===== src/rtl/cfg_space_pkg.sv =====
package cfg_space_pkg;
  localparam int unsigned MAX_BARS    = 6;
  localparam int unsigned IDX_W       = 6;
  localparam logic [IDX_W-1:0] IDX_ID      = 6'd0;
  localparam logic [IDX_W-1:0] IDX_CMD     = 6'd1;
  localparam logic [IDX_W-1:0] IDX_CLASS   = 6'd2;
  localparam logic [IDX_W-1:0] IDX_BAR0    = 6'd4;
  localparam logic [IDX_W-1:0] IDX_SUBSYS  = 6'd11;
  localparam logic [IDX_W-1:0] IDX_INTR    = 6'd15;
  localparam logic [2:0]       OWN_FUNC    = 3'd0;
  localparam logic [15:0]      CMD_WMASK   = 16'h0547;

  typedef enum logic {PH_IDLE, PH_DATA} phase_t;

  typedef struct packed {
    logic             wrEn;
    logic             rdEn;
    logic [IDX_W-1:0] regIdx;
  } cfg_strobe_t;
endpackage


===== src/rtl/cfg_space_ctrl.sv =====
module cfg_space_ctrl
  import cfg_space_pkg::*;
(
  input  logic        clk,
  input  logic        rstN,
  input  logic        reqValid,
  input  logic        reqWrite,
  input  logic        cfgIdsel,
  input  logic [31:0] cfgAd,
  input  logic [31:0] rdData,
  output cfg_strobe_t strb,
  output logic        respValid,
  output logic        respClaim,
  output logic [31:0] respData
);
  phase_t           phase;
  logic [IDX_W-1:0] idxQ;
  logic             claimQ;
  logic             wrQ;
  logic             claimNext;
  logic             unusedAddrBits;

  // Upper address lines are never compared: selection comes from cfgIdsel.
  assign unusedAddrBits = ^cfgAd[31:11];
  assign claimNext = cfgIdsel && (cfgAd[10:8] == OWN_FUNC) && (cfgAd[1:0] == 2'b00);

  always_ff @(posedge clk or negedge rstN) begin
    if (!rstN) begin
      phase     <= PH_IDLE;
      idxQ      <= '0;
      claimQ    <= 1'b0;
      wrQ       <= 1'b0;
      respValid <= 1'b0;
      respClaim <= 1'b0;
      respData  <= '0;
    end else begin
      respValid <= 1'b0;
      unique case (phase)
        PH_IDLE: begin
          if (reqValid) begin
            phase  <= PH_DATA;
            idxQ   <= cfgAd[7:2];
            claimQ <= claimNext;
            wrQ    <= reqWrite;
          end
        end
        PH_DATA: begin
          phase     <= PH_IDLE;
          respValid <= 1'b1;
          respClaim <= claimQ;
          if (!claimQ)  respData <= '1;
          else if (wrQ) respData <= '0;
          else          respData <= rdData;
        end
        default: phase <= PH_IDLE;
      endcase
    end
  end

  always_comb begin
    strb.regIdx = idxQ;
    strb.wrEn   = (phase == PH_DATA) && claimQ && wrQ;
    strb.rdEn   = (phase == PH_DATA) && claimQ && !wrQ;
  end

  AST_RESP_LATENCY: assert property (@(posedge clk) disable iff (!rstN)
    (phase == PH_IDLE && reqValid) |-> ##2 respValid);
  AST_RESP_PULSE: assert property (@(posedge clk) disable iff (!rstN)
    respValid |=> !respValid);
  AST_NO_IDSEL_NO_CLAIM: assert property (@(posedge clk) disable iff (!rstN)
    (phase == PH_IDLE && reqValid && !cfgIdsel) |-> ##2 (respValid && !respClaim));
  AST_WRITE_NEEDS_SELECT: assert property (@(posedge clk) disable iff (!rstN)
    strb.wrEn |-> $past(cfgIdsel));
endmodule


===== src/rtl/cfg_space_regs.sv =====
module cfg_space_regs
  import cfg_space_pkg::*;
#(
  parameter logic [15:0] VENDOR_ID     = 16'h3C4D,
  parameter logic [15:0] DEVICE_ID     = 16'h1A2B,
  parameter logic [15:0] SUBSYS_VENDOR = 16'h7081,
  parameter logic [15:0] SUBSYS_ID     = 16'h5E6F,
  parameter logic [23:0] CLASS_CODE    = 24'h028000,
  parameter logic [7:0]  REVISION      = 8'h03,
  parameter int unsigned NUM_BARS      = 3,
  parameter logic [MAX_BARS-1:0][4:0] BAR_LOG2 = {5'd0, 5'd0, 5'd0, 5'd20, 5'd8, 5'd12},
  parameter logic [MAX_BARS-1:0]      BAR_IO   = 6'b000010
) (
  input  logic        clk,
  input  logic        rstN,
  input  cfg_strobe_t strb,
  input  logic [3:0]  byteEn,
  input  logic [31:0] wrData,
  output logic [31:0] rdData,
  output logic        ioEnable,
  output logic        memEnable
);
  logic [31:0] byteMask;
  logic [15:0] cmdQ;
  logic [7:0]  intLineQ;
  logic [31:0] barRd [MAX_BARS];

  assign byteMask = {{8{byteEn[3]}}, {8{byteEn[2]}}, {8{byteEn[1]}}, {8{byteEn[0]}}};

  always_ff @(posedge clk or negedge rstN) begin
    if (!rstN) begin
      cmdQ     <= '0;
      intLineQ <= '0;
    end else if (strb.wrEn) begin
      if (strb.regIdx == IDX_CMD) begin
        cmdQ <= (cmdQ & ~(byteMask[15:0] & CMD_WMASK)) |
                (wrData[15:0] & byteMask[15:0] & CMD_WMASK);
      end
      if (strb.regIdx == IDX_INTR && byteEn[0]) begin
        intLineQ <= wrData[7:0];
      end
    end
  end

  for (genvar g = 0; g < MAX_BARS; g++) begin : gBar
    if (g < NUM_BARS) begin : gImpl
      localparam int unsigned RAW_L   = int'(BAR_LOG2[g]);
      localparam int unsigned MIN_L   = BAR_IO[g] ? 2 : 4;
      localparam int unsigned EFF_L   = (RAW_L < MIN_L) ? MIN_L : RAW_L;
      localparam logic [31:0] ADDR_MASK = 32'hFFFF_FFFF << EFF_L;
      localparam logic [31:0] TYPE_BITS = {31'd0, BAR_IO[g]};
      logic [31:0] barQ;
      logic        hit;
      assign hit = strb.wrEn && (strb.regIdx == IDX_BAR0 + IDX_W'(g));
      always_ff @(posedge clk or negedge rstN) begin
        if (!rstN)    barQ <= '0;
        else if (hit) barQ <= (barQ & ~(byteMask & ADDR_MASK)) | (wrData & byteMask & ADDR_MASK);
      end
      assign barRd[g] = barQ | TYPE_BITS;

      AST_BAR_LOW_CLEAR: assert property (@(posedge clk) disable iff (!rstN)
        (barQ & ~ADDR_MASK) == 32'd0);
    end else begin : gNone
      assign barRd[g] = '0;
    end
  end

  always_comb begin
    rdData = '0;
    if (strb.rdEn) begin
      unique case (strb.regIdx)
        IDX_ID:     rdData = {DEVICE_ID, VENDOR_ID};
        IDX_CMD:    rdData = {16'd0, cmdQ};
        IDX_CLASS:  rdData = {CLASS_CODE, REVISION};
        IDX_SUBSYS: rdData = {SUBSYS_ID, SUBSYS_VENDOR};
        IDX_INTR:   rdData = {24'd0, intLineQ};
        6'd4, 6'd5, 6'd6, 6'd7, 6'd8, 6'd9:
                    rdData = barRd[strb.regIdx - IDX_BAR0];
        default:    rdData = '0;
      endcase
    end
  end

  assign ioEnable  = cmdQ[0];
  assign memEnable = cmdQ[1];

  AST_CMD_HOLD: assert property (@(posedge clk) disable iff (!rstN)
    !(strb.wrEn && strb.regIdx == IDX_CMD) |=> $stable(cmdQ));
  AST_CMD_BYTE_MASK: assert property (@(posedge clk) disable iff (!rstN)
    (strb.wrEn && strb.regIdx == IDX_CMD && !byteEn[0]) |=> $stable(cmdQ[7:0]));
  AST_INTR_HOLD: assert property (@(posedge clk) disable iff (!rstN)
    !(strb.wrEn && strb.regIdx == IDX_INTR) |=> $stable(intLineQ));
endmodule


===== src/rtl/cfg_space_target.sv =====
module cfg_space_target
  import cfg_space_pkg::*;
#(
  parameter logic [15:0] VENDOR_ID     = 16'h3C4D,
  parameter logic [15:0] DEVICE_ID     = 16'h1A2B,
  parameter logic [15:0] SUBSYS_VENDOR = 16'h7081,
  parameter logic [15:0] SUBSYS_ID     = 16'h5E6F,
  parameter logic [23:0] CLASS_CODE    = 24'h028000,
  parameter logic [7:0]  REVISION      = 8'h03,
  parameter int unsigned NUM_BARS      = 3,
  parameter logic [MAX_BARS-1:0][4:0] BAR_LOG2 = {5'd0, 5'd0, 5'd0, 5'd20, 5'd8, 5'd12},
  parameter logic [MAX_BARS-1:0]      BAR_IO   = 6'b000010
) (
  input  logic        clk,
  input  logic        rstN,
  input  logic        reqValid,
  input  logic        reqWrite,
  input  logic        cfgIdsel,
  input  logic [31:0] cfgAd,
  input  logic [3:0]  byteEn,
  output logic        respValid,
  output logic        respClaim,
  output logic [31:0] respData,
  output logic        ioEnable,
  output logic        memEnable
);
  cfg_strobe_t strb;
  logic [31:0] rdData;

  cfg_space_ctrl i_ctrl (
    .clk       (clk),
    .rstN      (rstN),
    .reqValid  (reqValid),
    .reqWrite  (reqWrite),
    .cfgIdsel  (cfgIdsel),
    .cfgAd     (cfgAd),
    .rdData    (rdData),
    .strb      (strb),
    .respValid (respValid),
    .respClaim (respClaim),
    .respData  (respData)
  );

  cfg_space_regs #(
    .VENDOR_ID     (VENDOR_ID),
    .DEVICE_ID     (DEVICE_ID),
    .SUBSYS_VENDOR (SUBSYS_VENDOR),
    .SUBSYS_ID     (SUBSYS_ID),
    .CLASS_CODE    (CLASS_CODE),
    .REVISION      (REVISION),
    .NUM_BARS      (NUM_BARS),
    .BAR_LOG2      (BAR_LOG2),
    .BAR_IO        (BAR_IO)
  ) i_regs (
    .clk       (clk),
    .rstN      (rstN),
    .strb      (strb),
    .byteEn    (byteEn),
    .wrData    (cfgAd),
    .rdData    (rdData),
    .ioEnable  (ioEnable),
    .memEnable (memEnable)
  );
endmodule


===== config.mk =====
export PLATFORM = sky130hd
export DESIGN_NAME = cfg_space_target
export DESIGN_NICKNAME = d
export VERILOG_FILES = /design/src/rtl/cfg_space_pkg.sv /design/src/rtl/cfg_space_ctrl.sv /design/src/rtl/cfg_space_regs.sv /design/src/rtl/cfg_space_target.sv
export SDC_FILE = /design/constraint.sdc
export NUM_CORES = 1
export LEC_CHECK = 0
export BUFFER_PORTS_ARGS = -buffer_cell sky130_fd_sc_hd__buf_2
export CAP_MARGIN = 20
export CORE_MARGIN = 2
export CORE_UTILIZATION = 55
export DETAILED_ROUTE_END_ITERATION = 16
export PLACE_DENSITY = 0.81
export RECOVER_POWER = 50
export SYNTH_ARGS = -nofsm -noshare
export SYNTH_HDL_FRONTEND = slang
export SYNTH_SLANG_ARGS = --single-unit

===== constraint.sdc =====
create_clock -name clk -period 4.9 [get_ports clk]
set_clock_uncertainty 0.1 [all_clocks]
set_input_delay 0.245 -clock clk [delete_from_list [all_inputs] [get_ports clk]]
set_output_delay 0.245 -clock clk [all_outputs]
set_load 0.02 [all_outputs]

* Word level (Yosys, flattened, before mapping)
Cells that the tools add are included.
** Operators by class
- Magnitude comparators :: 1
- Add/sub/neg operators :: 1
- Shift-type cells :: 0
- Mux-type cells :: 10
- Equality and inequality tests :: 10
- Div/mod/pow operators :: 0
- Reduce and logical (&&, ||, !) cells :: 17
- $mul :: 0
- Bitwise gates (word level) :: 16
** Operators by type and width (count)
- case mux 32 bit (6 select lines) :: 1
- 2-to-1 mux 32 bit :: 5
- AND 32 bit :: 4
- binary-select mux 32 bit (select 3 bit) :: 1
- NOT 32 bit :: 3
- bitwise OR 32 bit :: 3
- == test 6 x 3 -> 1 bit (second input constant) :: 4
- == test 6 x 4 -> 1 bit (second input constant) :: 4
- AND 16 bit :: 1
- NOT 11 -> 16 bit :: 1
- bitwise OR 16 x 11 -> 16 bit :: 1
- AND 11 bit :: 1
- logical AND 1 bit :: 9
- greater-or-equal comparator 7 x 4 -> 1 bit (second input constant) :: 1
- NOT 6 -> 7 bit :: 1
- == test 6 x 1 -> 1 bit (second input constant) :: 1
- == test 6 x 2 -> 1 bit (second input constant) :: 1
- logical NOT 6 bit :: 1
- AND reduction 2 bit :: 3
- OR reduction 6 bit :: 1
- subtractor 6 x 3 -> 6 bit (second input constant) :: 1
- logical NOT 3 bit :: 1
- logical NOT 2 bit :: 1
- 2-to-1 mux 1 bit :: 2
- 3 further kinds :: 3
** Storage, ports and cells
- RAM bits :: 0
- Memories :: 0
- Register bits after elaboration :: 163
- Latch bits :: 0
- Word-level logic and storage cells :: 67
- Output and inout port bits :: 36
- Memory bits (read-only) :: 0
- Bits of input ports :: 41

* Depth between registers and ports, before layout
Gate-level depths: netlist of run 1.
- Depth in word-level cells :: 9
- Mapped depth :: 7
- Mapped depth without buffers :: 4

* By module
Synthesis of run 1 repeated with hierarchy kept, for this count alone.
** Unflattened totals
- Cell total of the unflattened synthesis :: 481
- Area total of the unflattened synthesis :: 5407.7 µm²
** Modules (own cells, without submodules)
- cfg_space_regs :: times used 1, area an instance 3599.7 µm², cells each 309, sequential area each 1751.7 µm²
- cfg_space_ctrl :: times used 1, area an instance 1808.0 µm², cells each 172, sequential area each 1076.0 µm²

* Worst setup path after synthesis of run 1
No wires, ideal clock.
- Path kind :: reg2reg
- From :: register i_ctrl.idxQ[3]
- To :: register (tool-made name)
- Buffers on the path :: 0
- Slack :: 2857 ps
- Period minus slack after synthesis :: 2043 ps
- Stages on the path, launching flop included :: 5
- Library setup time :: 128 ps
- Data required time :: 4672 ps
- Data arrival time :: 1816 ps
- Cell sequence :: dfrtp_1 or4b_4 nor4_4 nand3_2 mux2_1
** RTL lines
- from (decl) :: line cfg_space_ctrl.sv:17 : logic [IDX_W-1:0] idxQ;
- from (signal assigned) :: line cfg_space_ctrl.sv:42 : idxQ <= cfgAd[7:2];

* Worst setup path after layout of run 1
- From :: register i_ctrl.idxQ[0]
- To :: register i_regs.intLineQ[0]
** Between the ends
- Cells in the longest elaborated chain, start to end :: 3
** RTL lines
- == test 6 x 4 -> 1 bit :: line cfg_space_regs.sv:39 : if (strb.regIdx == IDX_INTR && byteEn[0]) begin
- logical AND 1 bit :: line cfg_space_regs.sv:39
- AND reduction 2 bit (no source line)
- to (signal assigned) :: line cfg_space_regs.sv:40 : intLineQ <= wrData[7:0];
- to (decl) :: line cfg_space_regs.sv:25 : logic [7:0] intLineQ;
No other way between the ends.
A chain may end at the register's enable or synchronous reset.

==> run_results.csv, run 1 <==
group,metric,value,unit
clock_network,clock_latency,0.52,ns
finish,syn2layout_area_growth,26.4,%
timing,slew_headroom,28.4,%
clock_network,root_buffer,"clkbuf_8",
yosys,postSynthRegisterBits,113,
critical_path,path_cells,"buf_4 > nor3b_1 > and2_1 > nor2b_1 > mux2_2",
floorplanning,initial_utilization,57.4,%
critical_path,worstPathArrival,3.14,ns
timing,fin_crit,2.85,ns
detailed_routing,wl_per_cell,20.0,um
clock_network,cts_tree,"done",
timing,final_hold_viol_count,0,
critical_path,cp_top_family,"simple AND/OR/NAND/NOR gates",
finish,final_layout_size_suffix_gt1_share,32.0,%
critical_path,critPathMaxFanout,34,
critical_path,cp-start-kind,"flip-flop",
yosys,synth_edf_count,0,
critical_path,slowest_delay,0.63,ns
detailed_routing,ant_nets,0,
global_route,grt_max_degree,62,
timing,grt_setup_unrepaired,"no",
detailed_routing,wirelength,12900,um
placed_design,place_congestion,0.827,
detailed_routing,drtIter0Drc,240,
clock_network,hold_buffers,34,
timing,worst_slew_pin_slew,1.07,ns
placed_design,port_buffers,76,
clock_network,cts-buffers-inserted,17,
yosys,async_flop_share,100,%
outcome,status,"finished clean",
yosys,synth.avg_cell_area,12.3,um2
placed_design,dp.cells,579,
critical_path,path_class,"flip-flop to flip-flop",
power,powerDensity,368,nW/um2
yosys,synth_cell_types,42,
finish,antenna_cells,0,
floorplanning,dieWidth,99.9,um
critical_path,cp.required,5.20,ns
clock_network,cts_setup_buffers,0,
global_route,grt_pass1_wl,21100,um
detailed_routing,dr.pass1.iters,4,
power,leakagePower,2.89,nW
min_path,holdPathStages,4,
detailed_routing,drc_errors,0,
yosys,synth_top_area_share,55.9,%
power,peakVddDrop,0.000231,V
yosys,synth_cells,411,
global_route,grt_usage,27.7,%
clock_network,clock_path_buffers,2,
timing,setup_viol,0,
yosys,synth_seq_area_share,55.9,%
yosys,synth_area_leaders,"dfrtp_1 56%, mux2_2 19%, nor2_1 2.7%, mux2i_1 2.4%, nor3_1 2.2%",
yosys,yosysTopAreaCell,"dfrtp_1",
critical_path,cpMaxStageDelayCell,"nor2b_1",
finish,fin_cells,646,
yosys,synth_common_cells,"113 x dfrtp_1, 84 x mux2_2, 36 x nor2_1",
yosys,syn-cell-area,5060,um2
global_route,grt_pass1_vias,4031,
job,max-cap-violations,0,
min_path,hold_class,"input pin to flip-flop",
placed_design,post-dp-hpwl,7950,um
clock_network,path_clk_slew,0.06,ns
clock_network,cts_sinks,113,
timing,max_freq,351,MHz
floorplanning,die_area,9980,um2
clock_network,cts_resized,0,
yosys,synth_most_common_cell,"dfrtp_1",
finish,num-nets-final,566,
timing,fin_setup_tns,0,ns
timing,fin_crit_sh,58.1,%
yosys,syn-num-nets,452,
floorplanning,die_h,99.9,um
critical_path,critPathCaptureType,"flip-flop",
global_route,overflow,0,
critical_path,path_depth,5,
detailed_routing,vias,3844,
floorplanning,core_area,8810,um2
yosys,synth_warnings,0,
clock_network,cts-htree-levels,4,
timing,slew_violations,0,
floorplanning,io_pins,77,
floorplanning,rows,34,
global_route,antenna_found_initial,0,
critical_path,crit_buf_inv,1,
critical_path,worstRegToRegCells,5,
detailed_routing,viasPerCell,5.95,
yosys,synth_top_flop_cell,"dfrtp_1",
through the flow:
stage                     power (mW)  util, %  hold WS [ns]  setup slack [ns]  cell area [um2]
after global routing            2.42     72.6         0.127              1.91             6390
after global placement          1.20     62.9         0.262              2.22             5540
after CTS                       2.36     73.1        0.0589              2.04             6440
after floorplan                 1.11        -        -0.151              2.86             5060
after detailed placement        1.20     62.9         0.273              2.10             5540
final                           2.35     72.6         0.105              2.05             6390
layer usage:
layer / GRT usage, % / vias to the layer above / part of all wire [%]
met4: 10.4 / 0 / 2.0
met3: 5.71 / 26 / 6.2
li1: - / 1733 / -
met1: 36.4 / 1947 / 41
met2: 46.0 / 138 / 51
met5: 0 / - / 0
worst reg2reg max path, cell delays in order (launching register included):
cell	delay [ns]
dfrtp_1	0.33
buf_4	0.39
nor3b_1	0.54
and2_1	0.33
nor2b_1	0.63
mux2_2	0.42
placed cells by master (no fill, tap or decap), types with 3 or more instances in the layout:
master	synthesis	final
nand3_1	13	13
buf_4	0	9
a211oi_1	11	11
a21oi_1	15	15
inv_1	5	5
nand2_1	6	6
a221oi_1	3	3
or3_1	3	3
o21ai_0	5	5
nor3_1	22	22
o2bb2ai_1	11	11
nor2_2	3	3
nor2b_1	5	5
nand2b_1	5	5
clkinvlp_4	0	3
clkbuf_8	0	5
nor2_1	36	36
clkinv_2	0	4
clkbuf_16	0	16
mux2_2	84	84
dfrtp_1	113	113
buf_2	6	39
clkbuf_1	18	39
mux2i_1	12	12
dlygate4sd3_1	0	34
o22a_1	7	7
power breakdown:
group	switching (mW)	leakage, nW	total [mW]	internal [mW]
Sequential	0.0285	1.40	0.984	0.956
Clock	0.418	0.270	1.14	0.722
Combinational	0.142	1.23	0.227	0.0854
Total	0.588	2.89	2.35	1.76
worst paths after layout:
path | startpoint | end | slack (ns)
max | i_ctrl.idxQ[0] | i_regs.intLineQ[0] | 2.05
min | cfgIdsel | i_ctrl.claimQ | 0.11
max reg2reg | i_ctrl.idxQ[0] | i_regs.intLineQ[0] | 2.05
min reg2reg | i_ctrl.respData[31] | i_ctrl.respData[31] | 0.39
max in group asynchronous | rstN | async pin | 3.28
min in group asynchronous | rstN | i_ctrl.respData[11] | 0.26
area by class of cell:
class	count	area, um2
inverters	5	18.8
clock buffers	23	477
multi-input cells	269	2110
clock inverters	9	81.3
repair buffers	119	742
fillers	590	2410
flip-flops and latches	113	2830
well taps	108	135
kinds of logic (layout without fill, tap and decap cells):
kind of cell,Yosys count,in the layout,share of synthesized area [%]
buffers and inverters,29,156,2.30
AO/OA/AOI/OAI,61,61,8.58
AND/OR/NAND/NOR,111,111,11.9
multiplexers,97,97,21.3
flip-flops,113,113,55.9
No activity file was read; power rests on OpenSTA's default activity.
==> run 2, diff against run 1 <==
--- a/config.mk
+++ b/config.mk
@@ -8,9 +8,9 @@
 export BUFFER_PORTS_ARGS = -buffer_cell sky130_fd_sc_hd__buf_2
 export CAP_MARGIN = 20
 export CORE_MARGIN = 2
-export CORE_UTILIZATION = 55
+export CORE_UTILIZATION = 51
 export DETAILED_ROUTE_END_ITERATION = 16
-export PLACE_DENSITY = 0.81
+export PLACE_DENSITY = 0.79
 export RECOVER_POWER = 50
 export SYNTH_ARGS = -nofsm -noshare
 export SYNTH_HDL_FRONTEND = slang
==> constraint.sdc (replaced) <==
create_clock -name clk -period 2.4 [get_ports clk]
set_clock_uncertainty 0.1 [all_clocks]
set_input_delay 0.12 -clock clk [delete_from_list [all_inputs] [get_ports clk]]
set_output_delay 0.12 -clock clk [all_outputs]
set_load 0.02 [all_outputs]
==> run_results.csv, run 2 (synthesized netlist as in run 1, its figures left out) <==
group,metric,value,unit
finish,final_layout_size_suffix_gt1_share,37.7,%
timing,fin_crit,2.25,ns
timing,slew_headroom,17.8,%
detailed_routing,wl_per_cell,18.3,um
critical_path,worstRegToRegCells,4,
floorplanning,die_area,10700,um2
timing,grt_setup_unrepaired,"no",
floorplanning,core_area,9680,um2
detailed_routing,wirelength,12700,um
timing,max_freq,444,MHz
finish,layout_common_cells,"113 x dfrtp_1, 84 x mux2_2, 59 x buf_2, 36 x nor2_1, 36 x dlygate4sd3_1",
finish,final_common_cell,"dfrtp_1",
global_route,grt_max_degree,66,
finish,ff_latch_area,2830,um2
global_route,overflow,0,
clock_network,clock_latency,0.50,ns
power,power,4.81,mW
outcome,status,"finished clean",
floorplanning,initial_utilization,52.2,%
global_route,grt_pass1_vias,4113,
critical_path,cp-start-kind,"flip-flop",
detailed_routing,drtIter0Drc,197,
placed_design,place_congestion,0.899,
clock_network,clock_path_buffers,2,
clock_network,cts-htree-levels,4,
timing,setup_viol,0,
global_route,grt_pass1_wl,21100,um
critical_path,regToRegStartpoint,"i_ctrl.idxQ[2]",
min_path,hold_class,"input pin to flip-flop",
placed_design,port_buffers,76,
clock_network,cts_sinks,113,
detailed_routing,vias,3952,
floorplanning,die_h,104,um
timing,fin_crit_sh,93.8,%
finish,syn2layout_area_growth,31.1,%
finish,antenna_cells,0,
detailed_routing,viasPerCell,5.71,
floorplanning,dieWidth,104,um
finish,num-nets-final,587,
clock_network,cts_setup_buffers,0,
floorplanning,io_pins,77,
critical_path,cp.required,2.68,ns
clock_network,root_buffer,"clkbuf_8",
critical_path,critPathCaptureType,"flip-flop",
power,leakagePower,3.03,nW
detailed_routing,dr.pass1.iters,4,
placed_design,post-dp-hpwl,8600,um
job,max-cap-violations,0,
timing,final_hold_viol_count,0,
finish,n_fill_cell,703,
min_path,holdPathStages,3,
power,powerDensity,725,nW/um2
critical_path,path_class,"flip-flop to flip-flop",
detailed_routing,ant_nets,0,
timing,worst_slew_pin_slew,1.23,ns
timing,fin_setup_tns,0,ns
critical_path,r2r_slack,0.15,ns
clock_network,path_clk_slew,0.06,ns
global_route,grt_usage,24.9,%
finish,multi_input_area,2110,um2
power,peakVddDrop,0.000501,V
detailed_routing,drc_errors,0,
critical_path,critPathMaxFanout,11,
min_path,hp-start,"byteEn[3]",
clock_network,cts-buffers-inserted,17,
global_route,antenna_found_initial,0,
critical_path,worstPathArrival,2.53,ns
clock_network,cts_tree,"done",
clock_network,cts_resized,0,
timing,slew_violations,0,
floorplanning,rows,36,
==> run 2: changes by cell type in the layout (fill, tap and decap cells not counted), sizes merged <==
| cell | change |
|---|---|
| inv | +1 |
| dlygate4sd3 | +2 |
| clkinvlp | +1 |
| clkbuf | -21 |
| clkinv | +1 |
| buf | +37 |
==> run 2: cell type report <==
type / instances / area share (%)
Sequential cell: 113 / 42.6
Multi-Input combinational cell: 269 / 31.9
Timing Repair Buffer: 140 / 14.3
Clock buffer: 20 / 6.72
Tap cell: 133 / 2.51
Clock inverter: 12 / 1.66
Inverter: 5 / 0.283
==> run 2: worst max path at each step <==
| stage | from | end | slack, ns | cells past startpoint |
|---|---|---|---|---|
| 2_1_floorplan | i_ctrl.idxQ[3] | flip-flop | 0.36 | 4 |
| 3_3_place_gp | i_ctrl.idxQ[5] | flip-flop | 0.25 | 4 |
| 4_1_cts | i_ctrl.idxQ[2] | flip-flop | 0.15 | 4 |
| 6_report | i_ctrl.idxQ[2] | flip-flop | 0.15 | 4 |
| 5_1_grt | i_ctrl.idxQ[2] | flip-flop | 0.03 | 4 |
| 3_5_place_dp | i_ctrl.idxQ[2] | flip-flop | 0.13 | 4 |
==> run 2: critical path, stage by stage, from the launching register on <==
cell and delay (ns):
dfrtp_1 0.51, or4b_4 0.54, nor4_4 0.33, nand3_2 0.27, mux2_1 0.38
==> run 2: per-layer routing <==
metal | vias to the layer above | wire (um) | track usage [%]
li1 | 1777 | - | -
met1 | 1979 | 5590 | 34.5
met2 | 174 | 6010 | 39.3
met3 | 22 | 882 | 5.54
met4 | 0 | 203 | 8.11
met5 | - | 0 | 0
==> run 2: through the flow <==
step | std cells | utilization [%] | setup slack [ns] | instance area (um2) | hold WS, ns
CTS | 692 | 68.8 | 0.148 | 6660 | 0.0264
detailed placement | 624 | 59.3 | 0.131 | 5740 | 0.0843
floorplan | 411 | - | 0.357 | 5060 | -0.276
global placement | 624 | 59.3 | 0.246 | 5740 | 0.0679
finish | 692 | 68.5 | 0.149 | 6630 | 0.0498
global route | 692 | 68.5 | 0.0294 | 6630 | 0.0616
==> run 2: repair_timing <==
item	4_1_cts	5_1_grt
hold buffers	36	0
hold endpoints to repair	127	0
endpoints found under the setup margin	0	0
==> run 2: power by group <==
part,total (mW),switching (mW),internal [mW]
clock,2.29,0.863,1.43
sequential,2.01,0.0552,1.95
combinational,0.512,0.303,0.209
total,4.81,1.22,3.59
